File: src/rtl/rstctl_pkg.sv
package rstctl_pkg;
   localparam int ST_W = 8;

   // Cause record; packed order matches the read layout bits 7..2
   typedef struct packed {
      logic por;
      logic pin;
      logic cop;
      logic ilop;
      logic ilad;
      logic lvi;
   } cause_t;

   localparam int CAUSE_W = $bits(cause_t);

   function automatic logic [ST_W-1:0] to_status(input cause_t c);
      return {c, {(ST_W-CAUSE_W){1'b0}}};
   endfunction
endpackage

File: src/rtl/rstctl_sync.sv
module rstctl_sync #(
   parameter int STAGES = 2
) (
   input  logic clk,
   input  logic arst,
   input  logic d,
   output logic q
);
   logic [STAGES-1:0] chain;

   generate
      if (STAGES < 2) begin : g_bad
         $error("rstctl_sync: STAGES must be at least 2");
      end
   endgenerate

   always_ff @(posedge clk or posedge arst) begin
      if (arst) chain <= '0;
      else      chain <= {chain[STAGES-2:0], d};
   end

   assign q = chain[STAGES-1];
endmodule

File: src/rtl/rstctl_pin_qual.sv
module rstctl_pin_qual #(
   parameter int PIN_MIN = 67
) (
   input  logic clk,
   input  logic arst,
   input  logic low_s,
   output logic qualified
);
   localparam int CW = $clog2(PIN_MIN + 1);
   localparam logic [CW-1:0] LIMIT = CW'(PIN_MIN);

   logic [CW-1:0] low_cnt;

   always_ff @(posedge clk or posedge arst) begin
      if (arst)                low_cnt <= '0;
      else if (!low_s)         low_cnt <= '0;
      else if (low_cnt != LIMIT) low_cnt <= low_cnt + 1'b1;
   end

   assign qualified = low_s && (low_cnt == LIMIT);
endmodule

File: src/rtl/rstctl_stretch.sv
module rstctl_stretch #(
   parameter int HOLD = 32
) (
   input  logic clk,
   input  logic arst,
   input  logic any_req,
   input  logic int_req,
   input  logic lvi_req,
   output logic sys_rst,
   output logic int_cause,
   output logic por_lvi,
   output logic start
);
   localparam int CW = (HOLD > 2) ? $clog2(HOLD) : 1;
   localparam logic [CW-1:0] LAST = CW'(HOLD - 1);

   logic [CW-1:0] hold_cnt;

   assign start = any_req && !sys_rst;

   always_ff @(posedge clk or posedge arst) begin
      if (arst) begin
         sys_rst   <= 1'b1;
         hold_cnt  <= '0;
         int_cause <= 1'b1;
         por_lvi   <= 1'b1;
      end else if (any_req) begin
         sys_rst  <= 1'b1;
         hold_cnt <= '0;
         if (start) begin
            int_cause <= int_req;
            por_lvi   <= lvi_req;
         end else begin
            int_cause <= int_cause | int_req;
            por_lvi   <= por_lvi | lvi_req;
         end
      end else if (sys_rst) begin
         if (hold_cnt == LAST) begin
            sys_rst   <= 1'b0;
            hold_cnt  <= '0;
            int_cause <= 1'b0;
            por_lvi   <= 1'b0;
         end else begin
            hold_cnt <= hold_cnt + 1'b1;
         end
      end
   end
endmodule

File: src/rtl/rstctl_status.sv
module rstctl_status
   import rstctl_pkg::*;
(
   input  logic            clk,
   input  logic            arst,
   input  logic            start,
   input  logic            rd_en,
   input  cause_t          set,
   output logic [ST_W-1:0] status
);
   cause_t por_only;
   logic [ST_W-1:0] nxt;

   always_comb begin
      por_only     = '0;
      por_only.por = 1'b1;
      nxt = status;
      if (rd_en) nxt = '0;
      if (start) nxt = '0;
      nxt = nxt | to_status(set);
   end

   always_ff @(posedge clk or posedge arst) begin
      if (arst) status <= to_status(por_only);
      else      status <= nxt;
   end
endmodule

File: src/rtl/rstctl_top.sv
module rstctl_top
   import rstctl_pkg::*;
#(
   parameter int          PIN_MIN     = 67,
   parameter int          HOLD        = 32,
   parameter int          SYNC_STAGES = 2,
   parameter int          VEC_W       = 16,
   parameter logic [15:0] VEC_USER    = 16'hFFFE,
   parameter logic [15:0] VEC_MON     = 16'hFEFE
) (
   input  logic             clk,
   input  logic             por_req,
   input  logic             ext_rst_n,
   input  logic             wdog_req,
   input  logic             lvi_req,
   input  logic             ilop_req,
   input  logic             ilad_req,
   input  logic             mon_mode,
   input  logic             rd_en,
   output logic [ST_W-1:0]  rd_data,
   output logic             sys_rst,
   output logic             cnt_clr,
   output logic [VEC_W-1:0] vec_addr
);
   generate
      if (PIN_MIN < 1) begin : g_bad_pin
         $error("rstctl_top: PIN_MIN must be positive");
      end
      if (HOLD < 2) begin : g_bad_hold
         $error("rstctl_top: HOLD must be at least 2");
      end
      if (VEC_W != 16) begin : g_bad_vec
         $error("rstctl_top: VEC_W must be 16");
      end
   endgenerate

   logic   pin_low_s, pin_ok;
   logic   any_req, int_req;
   logic   int_cause, por_lvi, start;
   cause_t set;

   rstctl_sync #(.STAGES(SYNC_STAGES)) u_sync (
      .clk(clk), .arst(por_req), .d(~ext_rst_n), .q(pin_low_s)
   );

   rstctl_pin_qual #(.PIN_MIN(PIN_MIN)) u_qual (
      .clk(clk), .arst(por_req), .low_s(pin_low_s), .qualified(pin_ok)
   );

   assign int_req = wdog_req | lvi_req | ilop_req | ilad_req;
   assign any_req = int_req | pin_low_s;

   rstctl_stretch #(.HOLD(HOLD)) u_stretch (
      .clk(clk), .arst(por_req), .any_req(any_req), .int_req(int_req),
      .lvi_req(lvi_req), .sys_rst(sys_rst), .int_cause(int_cause),
      .por_lvi(por_lvi), .start(start)
   );

   always_comb begin
      set      = '0;
      set.pin  = pin_ok && !por_lvi && !lvi_req;
      set.cop  = wdog_req;
      set.ilop = ilop_req;
      set.ilad = ilad_req;
      set.lvi  = lvi_req;
   end

   rstctl_status u_status (
      .clk(clk), .arst(por_req), .start(start), .rd_en(rd_en),
      .set(set), .status(rd_data)
   );

   assign cnt_clr  = sys_rst && int_cause;
   assign vec_addr = mon_mode ? VEC_MON : VEC_USER;
endmodule

File: config.mk
export PLATFORM = sky130hd
export DESIGN_NAME = rstctl_top
export DESIGN_NICKNAME = d
export VERILOG_FILES = /design/src/rtl/rstctl_pkg.sv /design/src/rtl/rstctl_sync.sv /design/src/rtl/rstctl_pin_qual.sv /design/src/rtl/rstctl_stretch.sv /design/src/rtl/rstctl_status.sv /design/src/rtl/rstctl_top.sv
export SDC_FILE = /design/constraint.sdc
export NUM_CORES = 1
export LEC_CHECK = 0
export ABC_AREA = 1
export CAP_MARGIN = 20
export CELL_PAD_IN_SITES_DETAIL_PLACEMENT = 1
export CELL_PAD_IN_SITES_GLOBAL_PLACEMENT = 1
export CORE_ASPECT_RATIO = 0.9
export CORE_MARGIN = 1.5
export CORE_UTILIZATION = 34
export CTS_CLUSTER_DIAMETER = 80
export DETAILED_ROUTE_END_ITERATION = 8
export PLACE_DENSITY_LB_ADDON = 0.15
export SKIP_LAST_GASP = 1
export SLEW_MARGIN = 20
export SYNTH_ARGS = -nofsm -noshare
export SYNTH_HDL_FRONTEND = slang
export SYNTH_HIERARCHICAL = 1
export SYNTH_SLANG_ARGS = --single-unit
export TNS_END_PERCENT = 50
File: constraint.sdc
create_clock -name clk -period 1.7 [get_ports clk]
set_clock_uncertainty 0.1 [all_clocks]
set_input_delay 0.17 -clock clk [delete_from_list [all_inputs] [get_ports clk]]
set_output_delay 0.17 -clock clk [all_outputs]
set_load 0.02 [all_outputs]
==> results_dict.tcl <==
set metrics [dict create \
    grt_max_degree 14 \
    cp.required_ns 1.43 \
    critPathMaxStageDelay_ns 0.60 \
    critPathArrivalTime_ns 1.39 \
    yosys_warnings 6 \
    clockBufferDepth 2 \
    synth_flop_cell "dfrtp_1" \
    dr_wl_met3_um 147 \
    core-area_um2 3680 \
    cts_buffers 3 \
    finalNonFillerCells 226 \
    finish.utilization 0.410 \
    drt-total-wl_um 2650 \
    row_count 21 \
    dieArea_um2 4190 \
    fin_crit_ns 1.66 \
    period_share 0.979 \
    slew_viol_final 0 \
    syn_inst 160 \
    clock_sinks 23 \
    initial_core_util 0.352 \
    grt_setup_unrepaired "yes" \
    synth_top_cell_by_area "dfrtp_1" \
    slowest_stage "clkdlybuf4s50_1" \
    path_clk_slew_ns 0.09 \
    status "complete, no violations" \
    startpoint "u_status/status[7]$_DFF_PP1_" \
    highest-signal-layer "met4" \
    layout-drive-gt1-share 0.133 \
    peakVddDrop_mv 0.295 \
    crit_fanout 2 \
    met2_length_um 1310 \
    worstSetupStartpointType "flop" \
    p_leak_nw 0.741 \
    setup-tns-final_ns 0 \
    insertion_delay_ns 0.27 \
    rr_worst_depth 8 \
    critPathCaptureType "output pin" \
    ctsHtreeMaxLevel 1 \
    port_buffers 17 \
    worstHoldPathType "primary input to async pin" \
    antenna_found_initial 0 \
    criticalPathCategory "flop to output pin" \
    synth_top_area_share 0.367 \
    place_area_um2 1460 \
    wl_met1_um 1170 \
    synthArstFlopShare 1.00 \
    vias 1003 \
    grt-ovfl-total 0 \
    drc 0 \
    ctsHoldBuffers 0 \
    seq_area_frac_synth 0.448 \
    cap_violations 0 \
    cts_tree "yes" \
    setup_viol 0 \
    p_per_area_nw_per_um2 713 \
    place_inst 222 \
    wl_per_cell_um 11.7 \
    grt_usage 0.142 \
    antenna_left 0 \
    crit_end "rd_data[7]" \
    worst-path-stages 1 \
    io_pins 35 \
    first_pass_iters 4 \
    nNetsFinal 193 \
    ys_ff_latch 23 \
    p_total_mw 1.07 \
    dp_hpwl_um 2080 \
    drt_iter0_drc 18 \
    die_height_um 61.6 \
    r2r_end "u_status/status[6]$_DFF_PP0_" \
    cp_num_buf_inv 1 \
    hold_slack_ns 0.0966 \
    rrSetupSlack_ns 0.13 \
    vias_per_cell 4.44 \
    n_antenna_cell 0 \
    syn_to_final_growth_pct 16.2 \
    pre_cts_ws_ns 0.145 \
    r2r_start "u_qual/low_cnt[0]$_DFFE_PP0P_" \
    synth.avg_cell_area_um2 8.10 \
    dieWidth_um 68.1 \
    synth_edf_count 0 \
    routabilityCongestion 0.753 \
    ys_types 23 \
    crit_chain "clkdlybuf4s50_1" \
    grt_pass1_vias 1009 \
    clockRootBuffer "clkbuf_8" \
    post-route-worst-setup-slack_ns 0.0359 \
    hold_viol 0 \
    cp_top_family "buffers and inverters" \
    max_freq_mhz 601 \
    synthTopCellsByArea "dfrtp_1 (37%), buf_4 (9.8%), dfstp_2 (8.1%), nand2_1 (7.2%), nor2_1 (6.9%)" \
    grt_pass1_wl_um 4400 \
    stdcell_area_um2 1510 \
    syn_area_um2 1300 \
]
-- cells in the final DEF (no fill, tap or decap), drive strengths merged --
cell           Yosys  routed
dfrtp             19      19
clkinv             0       1
dfstp              4       4
dlymetal6s2s       0       1
ha                 3       3
nor3b              1       1
nand4              2       2
conb               3      18
dlygate4sd2        0       1
o21ai              7       7
inv               27      27
buf               19       3
nand3             15      15
a21oi              6       6
clkdlybuf4s50      0      15
nand2             26      26
nor2              26      26
clkbuf             0       3
xor2               2       2
-- per-layer routing --
| metal | global-route usage | up-vias |
|---|---|---|
| met5 | 0 | - |
| met4 | 0.0429 | 0 |
| met3 | 0.0219 | 2 |
| met2 | 0.268 | 32 |
| met1 | 0.165 | 480 |
| li1 | - | 489 |
-- how the worst min path moves through the flow --
stage / from / endpoint / slack, ns / depth (start not counted)
after floorplan: por_req / u_sync/chain[0]$_DFF_PP0_ / -0.19 / 1
after CTS: por_req / u_sync/chain[0]$_DFF_PP0_ / 0.1 / 2
after detailed placement: u_sync/chain[0]$_DFF_PP0_ / u_sync/chain[1]$_DFF_PP0_ / 0.25 / 0
after global routing: por_req / u_sync/chain[1]$_DFF_PP0_ / 0.12 / 2
after global placement: u_sync/chain[0]$_DFF_PP0_ / u_sync/chain[1]$_DFF_PP0_ / 0.24 / 0
final: por_req / u_sync/chain[0]$_DFF_PP0_ / 0.1 / 2
-- synth_stat cells (3+ instances only) --
| cell | count |
|---|---|
| dfrtp_1 | 19 |
| nand2_1 | 25 |
| a21oi_1 | 5 |
| ha_1 | 3 |
| inv_1 | 22 |
| nand3_1 | 12 |
| o21ai_0 | 6 |
| buf_4 | 17 |
| conb_1 | 3 |
| nand3_2 | 3 |
| dfstp_2 | 4 |
| nor2_1 | 24 |
| inv_2 | 4 |
-- what timing repair did --
action | CTS | global route
endpoints found under the setup margin | 1 | 3
gates cloned | 0 | 0
gates resized for setup | 1 | 1
setup buffers | 0 | 0
-- flip-flops by register name (all words and copies together), names as in the netlist --
| register | count |
|---|---|
| u_stretch/sys_rst | 1 |
| u_stretch/por_lvi | 1 |
| u_stretch/hold_cnt | 5 |
| u_qual/low_cnt | 7 |
| u_sync/chain | 2 |
| u_stretch/int_cause | 1 |
| u_status/status | 6 |
-- power by group --
part	internal (mW)	total, mW	leakage, nW	switching (mW)
sequential	0.567	0.584	0.287	0.0169
combinational	0.0516	0.144	0.428	0.0924
clock	0.164	0.346	0.0255	0.182
-- area by class of cell --
class / count / area [µm²]
fillers: 468 / 2170
flip-flops and latches: 23 / 581
multi-input cells: 106 / 522
repair buffers: 20 / 194
inverters: 27 / 106
well taps: 46 / 57.6
clock buffers: 3 / 41.3
clock inverters: 1 / 5.00
-- kinds of logic (layout without fill, tap and decap cells) --
kind of cell	after synthesis	after routing	share of synthesized area
xor gates and xnor gates	2	2	0.0135
adders and majority gates	3	3	0.0290
AOI/OAI and AO/OA	13	13	0.0589
buffers and inverters	46	51	0.193
other	3	18	0.00869
and+or+nand+nor	70	70	0.249
DFF	23	23	0.448
(Power assumes the default switching activity.)
